File: src/rtl/rjf_pkg.sv
package rjf_pkg;
  typedef enum logic [1:0] {
    ST_OPC   = 2'd0,
    ST_OFF8  = 2'd1,
    ST_OFFLO = 2'd2,
    ST_OFFHI = 2'd3
  } rjf_state_e;

  localparam logic [7:0] OP_JMP_SHORT = 8'hEB;
  localparam logic [7:0] OP_JMP_NEAR  = 8'hE9;
endpackage

File: src/rtl/rjf_decode.sv
module rjf_decode
  import rjf_pkg::*;
(
  input  logic [7:0] byte_i,
  output logic       is_short_o,
  output logic       is_near_o
);
  always_comb begin
    is_short_o = (byte_i == OP_JMP_SHORT);
    is_near_o  = (byte_i == OP_JMP_NEAR);
  end
endmodule

File: src/rtl/rjf_seq.sv
module rjf_seq
  import rjf_pkg::*;
(
  input  logic        clk,
  input  logic        rst_n,
  input  logic        adv_i,
  input  logic [7:0]  byte_i,
  input  logic        is_short_i,
  input  logic        is_near_i,
  output logic        at_opc_o,
  output logic        jump_fire_o,
  output logic [15:0] off16_o
);
  rjf_state_e st_q, st_d;
  logic [7:0] lo_q, lo_d;
  logic       lo_en;

  // next-state logic
  always_comb begin
    st_d  = st_q;
    lo_en = adv_i && (st_q == ST_OFFLO);
    lo_d  = byte_i;
    if (adv_i) begin
      unique case (st_q)
        ST_OPC: begin
          if (is_short_i)     st_d = ST_OFF8;
          else if (is_near_i) st_d = ST_OFFLO;
        end
        ST_OFF8:  st_d = ST_OPC;
        ST_OFFLO: st_d = ST_OFFHI;
        ST_OFFHI: st_d = ST_OPC;
        default:  st_d = ST_OPC;
      endcase
    end
  end

  // state registers
  always_ff @(posedge clk or negedge rst_n) begin
    if (!rst_n) begin
      st_q <= ST_OPC;
      lo_q <= '0;
    end else begin
      st_q <= st_d;
      if (lo_en) lo_q <= lo_d;
    end
  end

  always_comb begin
    at_opc_o    = (st_q == ST_OPC);
    jump_fire_o = adv_i && ((st_q == ST_OFF8) || (st_q == ST_OFFHI));
    off16_o     = (st_q == ST_OFF8) ? {{8{byte_i[7]}}, byte_i} : {byte_i, lo_q};
  end

  // a consumed short opcode is always followed by exactly one offset slot
  p_short_follow_r4: assert property (@(posedge clk) disable iff (!rst_n)
    (st_q == ST_OPC && adv_i && is_short_i) |=> (st_q == ST_OFF8));
  // the low offset byte of a near jump always leads to the high byte slot
  p_near_order_r5: assert property (@(posedge clk) disable iff (!rst_n)
    (st_q == ST_OFFLO && adv_i) |=> (st_q == ST_OFFHI && lo_q == $past(byte_i)));
  // a stall keeps both the sequencer position and the collected low byte
  p_stall_keep_r9: assert property (@(posedge clk) disable iff (!rst_n)
    !adv_i |=> ($stable(st_q) && $stable(lo_q)));
endmodule

File: src/rtl/rjf_ptr.sv
module rjf_ptr #(
  parameter int unsigned    AW         = 32,
  parameter logic [AW-1:0]  RESET_ADDR = '0
) (
  input  logic          clk,
  input  logic          rst_n,
  input  logic          adv_i,
  input  logic          jump_fire_i,
  input  logic [15:0]   off16_i,
  output logic [AW-1:0] ptr_o
);
  localparam int unsigned EXT_W = (AW > 16) ? AW - 16 : 1;

  logic [AW-1:0] ptr_q, ptr_d, seq_next, off_ext;

  generate
    if (AW > 16) begin : g_ext
      assign off_ext = {{EXT_W{off16_i[15]}}, off16_i};
    end else begin : g_trunc
      assign off_ext = off16_i[AW-1:0];
    end
  endgenerate

  // next-pointer logic
  always_comb begin
    seq_next = ptr_q + AW'(1);
    ptr_d    = ptr_q;
    if (adv_i) ptr_d = jump_fire_i ? (seq_next + off_ext) : seq_next;
  end

  always_ff @(posedge clk or negedge rst_n) begin
    if (!rst_n) ptr_q <= RESET_ADDR;
    else        ptr_q <= ptr_d;
  end

  assign ptr_o = ptr_q;

  // pointer frozen while the memory is not ready
  p_hold_r2: assert property (@(posedge clk) disable iff (!rst_n)
    !adv_i |=> $stable(ptr_q));
  // a plain consumed byte steps the pointer by one
  p_step_r3: assert property (@(posedge clk) disable iff (!rst_n)
    (adv_i && !jump_fire_i) |=> (ptr_q == $past(ptr_q) + AW'(1)));
endmodule

File: src/rtl/rel_jump_fetch.sv
module rel_jump_fetch
  import rjf_pkg::*;
#(
  parameter int unsigned   AW         = 32,
  parameter logic [AW-1:0] RESET_ADDR = '0
) (
  input  logic          clk,
  input  logic          rst_n,
  output logic [AW-1:0] fetch_addr,
  input  logic [7:0]    fetch_byte,
  input  logic          fetch_ready,
  output logic          start_stb,
  output logic [AW-1:0] start_addr,
  output logic          exec_stb,
  output logic [7:0]    exec_byte,
  output logic [AW-1:0] exec_addr
);
  logic        is_short, is_near, at_opc, jump_fire;
  logic [15:0] off16;
  logic [AW-1:0] ptr;

  rjf_decode u_decode (
    .byte_i     (fetch_byte),
    .is_short_o (is_short),
    .is_near_o  (is_near)
  );

  rjf_seq u_seq (
    .clk         (clk),
    .rst_n       (rst_n),
    .adv_i       (fetch_ready),
    .byte_i      (fetch_byte),
    .is_short_i  (is_short),
    .is_near_i   (is_near),
    .at_opc_o    (at_opc),
    .jump_fire_o (jump_fire),
    .off16_o     (off16)
  );

  rjf_ptr #(.AW(AW), .RESET_ADDR(RESET_ADDR)) u_ptr (
    .clk         (clk),
    .rst_n       (rst_n),
    .adv_i       (fetch_ready),
    .jump_fire_i (jump_fire),
    .off16_i     (off16),
    .ptr_o       (ptr)
  );

  always_comb begin
    fetch_addr = ptr;
    start_stb  = at_opc && fetch_ready;
    start_addr = ptr;
    exec_stb   = start_stb && !is_short && !is_near;
    exec_byte  = fetch_byte;
    exec_addr  = ptr;
  end

  // the cycle after a consumed jump opcode is never an instruction start
  p_no_start_in_offset_r7: assert property (@(posedge clk) disable iff (!rst_n)
    (start_stb && (fetch_byte == OP_JMP_SHORT || fetch_byte == OP_JMP_NEAR)) |=> !start_stb);
  // execute items only ever coincide with an instruction start
  p_exec_at_start_r8: assert property (@(posedge clk) disable iff (!rst_n)
    exec_stb |-> (start_stb && exec_addr == start_addr));
  // a short jump lands at opcode address + 2 + signed offset
  p_short_target_r4: assert property (@(posedge clk) disable iff (!rst_n)
    (start_stb && fetch_byte == OP_JMP_SHORT) |=> ##1
      (!$past(fetch_ready) || fetch_addr ==
       $past(fetch_addr) + AW'(1) + {{(AW-8){$past(fetch_byte[7])}}, $past(fetch_byte)}) || !$past(fetch_ready));
endmodule

File: config.mk
export PLATFORM = sky130hd
export DESIGN_NAME = rel_jump_fetch
export DESIGN_NICKNAME = d
export VERILOG_FILES = /design/src/rtl/rjf_pkg.sv /design/src/rtl/rjf_decode.sv /design/src/rtl/rjf_seq.sv /design/src/rtl/rjf_ptr.sv /design/src/rtl/rel_jump_fetch.sv
export SDC_FILE = /design/constraint.sdc
export NUM_CORES = 1
export LEC_CHECK = 0
export BUFFER_PORTS_ARGS = -buffer_cell sky130_fd_sc_hd__buf_4
export CAP_MARGIN = 40
export CORE_AREA = 2 2 99 140
export DETAILED_ROUTE_END_ITERATION = 12
export DIE_AREA = 0 0 101 142
export SKIP_CTS_REPAIR_TIMING = 1
export SLEW_MARGIN = 10
export SYNTH_ARGS = -nofsm -noshare
export SYNTH_HDL_FRONTEND = slang
export SYNTH_HIERARCHICAL = 1
export SYNTH_SLANG_ARGS = --single-unit
export TNS_END_PERCENT = 50
File: constraint.sdc
create_clock -name clk -period 4.28 [get_ports clk]
set_input_delay 0.642 -clock clk [delete_from_list [all_inputs] [get_ports clk]]
set_output_delay 0.642 -clock clk [all_outputs]
set_load 0.03 [all_outputs]
==> flow_metrics.tcl, run 1 <==
set metrics [dict create \
    status "complete, no violations" \
    start_kind "register" \
    pre_cts_slack_ps 121 \
    syn-num-nets 686 \
    setup_viol 0 \
    clock_sinks 42 \
    yosysWarningCount 6 \
    drtIter0Drc 221 \
    antenna_found_initial 0 \
    io_pins 117 \
    first_global_vias 4560 \
    drc_errors 0 \
    cts-buffers-inserted 5 \
    grt_pass1_wl_mm 23.3 \
    overflow 0 \
    fmax_mhz 248 \
    diodes 0 \
    grt_util_all_layers 0.204 \
    synth-simple-area-share 0.183 \
    clk_path_buf_depth 2 \
    path_cells "and2_1, nand4_4, nor3_4, and3_2, and3_1, xor2_1, ha_1, and3_1, and3_1, nand4_1, o221ai_1, a21oi_1, nor2_1, a211oi_1, mux2i_1, xnor2_1" \
    worst_pin_slew_ps 715 \
    cts-htree-levels 2 \
    placed_cell_area_mm2 0.00569 \
    finalNetCount 729 \
    synth_area_per_cell_um2 8.10 \
    slew_headroom 0.523 \
    synth-main-ff-cell "dfrtp_1" \
    critPathSlowestCell "dfrtp_1" \
    fin_worst_skew_ps 6.34 \
    coreArea_mm2 0.0131 \
    ys_ff_latch 42 \
    tns_ps 0 \
    ant_nets 0 \
    die_y_um 142 \
    final_hold_viol_count 0 \
    place_congestion 0.924 \
    rsz0062_at_grt "false" \
    power_density_mw_per_mm2 888 \
    first_pass_iters 5 \
    maxCapViolations 0 \
    clock_latency_ps 300 \
    cts_tree "done" \
    cp_max_fo 6 \
    crit_path_frequent_cell "and3_1" \
    io_buffer_count 116 \
    synthMuxAreaShare 0.0489 \
    worstSetupPathType "register to register" \
    vias_per_cell 5.70 \
    maxSlewViolCount 0 \
    synth.distinct_cells 69 \
    synth_edf_count 0 \
    end_kind "register" \
    start_util 0.392 \
    totalWireLength_mm 14.9 \
    required_ps 4500 \
    async_flop_share 1.00 \
    wl_per_cell_um 17.9 \
    ir_drop_mv 0.276 \
    dieArea_mm2 0.0143 \
    final_cell_area_mm2 0.00586 \
    num_rows 50 \
    r2r_cells 16 \
    synth_top_family_by_area "compound AO/OA/AOI/OAI gates" \
    p_total_w 0.00521 \
    vias 4761 \
    slowest_delay_ps 460 \
    synthAdderAreaFrac 0.0988 \
    fin_ws_ps 255 \
    layout-drive-gt1-share 0.278 \
    timing.hold.ws_ps 351 \
    grt_max_degree 52 \
    fin_crit_sh 0.940 \
    die_x_um 101 \
    cp.arrival_ps 4250 \
    hpwlAfterDp_mm 11.2 \
    leakagePower_nw 2.80 \
    synthToLayoutAreaGrowth_pct 14.0 \
    ys_seq_area_frac 0.204 \
    min_period_ps 4020 \
    synthCells 635 \
    holdCritPathClass "input port to async pin" \
    synthXorXnorAreaFrac 0.0954 \
    clockRootBuffer "clkbuf_16" \
    synth_compound_area_frac 0.226 \
    synth_area_mm2 0.00514 \
    clk_transition_reported_paths_ps 70 \
]
## metrics by stage
step           cells   util
3_5_place_dp     827  0.433
6_report         835  0.446
4_1_cts          835  0.444
3_3_place_gp     827  0.433
5_1_grt          835  0.446
2_1_floorplan    635      -
## flip-flops by register name, summed over array words and instances, names as in the netlist
register,count
u_ptr/ptr_o,32
u_seq/st_q,2
u_seq/lo_q,8
## synth_stat cells (all sizes together) (2+ instances only)
cell	count	share of area
a21o	28	0.041
a21oi	50	0.050
a22oi	11	0.016
a311oi	2	0.0034
a31o	2	0.0034
a31oi	9	0.012
a32oi	2	0.0034
a41oi	2	0.0049
and2	6	0.0073
and3	22	0.027
and4	4	0.0068
buf	80	0.12
clkbuf	22	0.016
dfrtp	42	0.20
ha	39	0.095
inv	14	0.010
mux2	16	0.037
mux2i	6	0.012
nand2	38	0.028
nand2b	6	0.0073
nand3	23	0.025
nand3b	3	0.0051
nand4	7	0.0097
nor2	44	0.032
nor2b	3	0.0036
nor3	9	0.011
o21a	3	0.0044
o21ai	58	0.059
o21bai	2	0.0029
o221ai	3	0.0051
o31ai	3	0.0044
or2	2	0.0029
xnor2	31	0.053
xor2	25	0.043
## worst max-delay path, delay by kind of cell, from the launching register on
kind	cells	cell delay (ps)
AOI/OAI and AO/OA	3	760
xor gates and xnor gates	2	360
adders and majority gates	1	310
DFF	1	460
muxes	1	260
and+or+nand+nor	9	1810
## logic make-up (layout without fill, tap and decap cells)
family          count (synthesis)  count (layout)
xor+xnor                       56              56
flops                          42              42
buf+inv                       116             160
compound gates                184             184
fa+ha+maj                      40              40
mux                            22              22
simple gates                  175             175
## layout by cell type, fill, tap and decap left out, types with 2 or more instances in the layout
master     count
and3_1        20
mux2i_1        6
and2_1         5
o21a_1         3
nand4_1        6
nand2b_1       6
clkbuf_16      5
nor2_1        44
mux2_4         3
a311oi_1       2
o221ai_1       3
a31oi_1        8
o31ai_1        3
nor3_1         8
dfrtp_1       41
mux2_2        13
buf_4        138
a21oi_2        3
o21bai_1       2
a32oi_1        2
a21oi_1       47
inv_2          3
xnor2_1       30
o21ai_0       33
and4_1         4
xor2_1        25
ha_1          39
a31o_2         2
nor2b_1        3
inv_1         11
nand3_1       22
o21ai_1       23
nand2_1       38
and3_2         2
nand3b_1       2
a22oi_1       11
a21o_1        28
## power breakdown
group / internal [W] / switching [W]
registers: 0.000570 / 0.000269
clock network: 0.000217 / 0.000188
logic: 0.00156 / 0.00240
## final cells by class
type	instances	area (um^2)
sequential	42	1050
multi-input combinational	477	3380
tap	156	195
fill	1338	7270
timing repair buffer	138	1040
clock buffer	5	125
clock inverter	3	21.3
inverter	14	52.6
## per-layer routing
| metal | vias up | track usage | part of all wire |
|---|---|---|---|
| met5 | - | 0 | 0 |
| met4 | 0 | 0.0797 | 0.028 |
| met2 | 142 | 0.387 | 0.54 |
| li1 | 2286 | - | - |
| met3 | 27 | 0.0147 | 0.032 |
| met1 | 2306 | 0.232 | 0.40 |
## worst paths after layout
check                               startpoint               to  slack, ps
worst max-delay path            u_ptr/ptr_o[6]  u_ptr/ptr_o[31]        260
worst min-delay path                     rst_n  u_ptr/ptr_o[16]        350
worst max register to register  u_ptr/ptr_o[6]  u_ptr/ptr_o[31]        260
worst min register to register   u_seq/lo_q[3]    u_seq/lo_q[3]        500
max in group asynchronous                rst_n   u_ptr/ptr_o[2]       3460
min in group clk                 u_seq/lo_q[3]    u_seq/lo_q[3]        500
Power figures use the tool's default switching activity.
==> inputs of run 2 (changes only) <==
- PLACE_DENSITY_LB_ADDON: not set -> 0.25
==> flow_metrics.tcl, run 2 (synthesized netlist as in run 1, its figures left out) <==
set metrics [dict create \
    die_y_um 142 \
    slew_headroom 0.530 \
    rr_startpoint "u_ptr/ptr_o[0]" \
    totalWireLength_mm 14.8 \
    setup_viol 0 \
    multiInputGateArea_mm2 0.00340 \
    drtIter0Drc 226 \
    fillCellCount 1314 \
    path_cells "buf_4, and3_1, nand4_4, nor3_4, and3_1, and3_1, xor2_1, ha_1, a21oi_1, o21bai_1, a21o_1, a21o_1, a21o_1, a221o_1, a21oi_1, xor2_1, o221ai_1" \
    tns_ps 0 \
    overflow 0 \
    status "complete, no violations" \
    final_util 0.445 \
    wl_per_cell_um 17.8 \
    layout-drive-gt1-share 0.277 \
    clockRootBuffer "clkbuf_16" \
    die_x_um 101 \
    drc_errors 0 \
    io_pins 117 \
    fin_worst_skew_ps 6.48 \
    first_global_vias 4479 \
    cts_tree "done" \
    clk_transition_reported_paths_ps 70 \
    place_congestion 0.924 \
    fin_crit_sh 0.952 \
    clock_latency_ps 290 \
    clock_sinks 42 \
    start_util 0.392 \
    start_kind "register" \
    vias 4730 \
    grt_max_degree 52 \
    worst_pin_slew_ps 704 \
    grt_util_all_layers 0.202 \
    coreArea_mm2 0.0131 \
    timing.hold.ws_ps 363 \
    diodes 0 \
    slowest_delay_ps 350 \
    final_common_cell "buf_4" \
    end_kind "register" \
    ant_nets 0 \
    critPathSlowestCell "dfrtp_1" \
    cts-htree-levels 2 \
    vias_per_cell 5.69 \
    final_cell_mix "buf_4, a21oi_1, nor2_1" \
    clk_path_buf_depth 2 \
    leakagePower_nw 2.78 \
    fmax_mhz 246 \
    seqCellArea_mm2 0.00105 \
    synthToLayoutAreaGrowth_pct 13.7 \
    grt_pass1_wl_mm 23.0 \
    maxSlewViolCount 0 \
    required_ps 4430 \
    final_hold_viol_count 0 \
    power_density_mw_per_mm2 888 \
    cts-buffers-inserted 5 \
    largest_reg_flops 32 \
    finalNetCount 725 \
    hpwlAfterDp_mm 11.1 \
    min_period_ps 4070 \
    io_buffer_count 116 \
    holdCritPathClass "input port to async pin" \
    crit_path_start "u_ptr/ptr_o[0]" \
    num_rows 50 \
    maxCapViolations 0 \
    cp.arrival_ps 4220 \
    first_pass_iters 5 \
    cp_max_fo 7 \
    worstSetupPathType "register to register" \
    dieArea_mm2 0.0143 \
    antenna_found_initial 0 \
    ir_drop_mv 0.340 \
]
-- run 2: changes by cell type in the layout (fill, tap and decap cells not counted), sizes merged --
cell,before,now
buf,138,134
clkbuf,5,6
clkinvlp,1,0
-- run 2: per-layer routing --
metal | part of all wire | wire length (um) | track usage
met1 | 0.40 | 5870 | 0.238
met2 | 0.54 | 7960 | 0.376
met3 | 0.036 | 526 | 0.0142
met4 | 0.031 | 452 | 0.0754
met5 | 0 | 0 | 0
-- run 2: power by group --
group          internal (W)  total, W  switching (W)
registers          0.000570  0.000858       0.000287
logic               0.00156   0.00395        0.00239
clock network      0.000217  0.000388       0.000171
-- run 2: final timing paths --
kind / slack (ps) / depth (start not counted) / to
setup / recovery: 210 / 17 / u_ptr/ptr_o[28]
hold / removal: 360 / 1 / u_ptr/ptr_o[14]
setup reg to reg: 210 / 17 / u_ptr/ptr_o[28]
hold reg to reg: 500 / 1 / u_seq/lo_q[0]
max in group asynchronous: 3480 / 1 / u_ptr/ptr_o[2]
min in group clk: 500 / 1 / u_seq/lo_q[0]
-- run 2: cell type report --
cell class                 instances  area share
clock buffer                       6      0.0220
clock inverter                     2     0.00235
inverter                          14     0.00899
multi-input combinational        477       0.581
sequential                        42       0.180
tap                              156      0.0334
timing repair buffer             134       0.172
-- run 2: stage by stage --
| step | instance area [um^2] | total power [W] | setup WS (ps) | instances |
|---|---|---|---|---|
| final | 5850 | 0.00519 | 207 | 831 |
| after global routing | 5850 | 0.00555 | -26.6 | 831 |
| after CTS | 5810 | 0.00516 | 181 | 831 |
| after detailed placement | 5660 | 0.00475 | 214 | 823 |
| after global placement | 5660 | 0.00471 | 231 | 823 |
| after floorplan | 5140 | 0.00390 | 319 | 635 |
-- run 2: worst max-delay path, delay by kind of cell, from the launching register on --
family                     cells  cell delay, ps
AOI/OAI and AO/OA              8            1530
xor gates and xnor gates       2             390
adders and majority gates      1             310
buffers and inverters          1             150
DFF                            1             350
and+or+nand+nor                5            1190
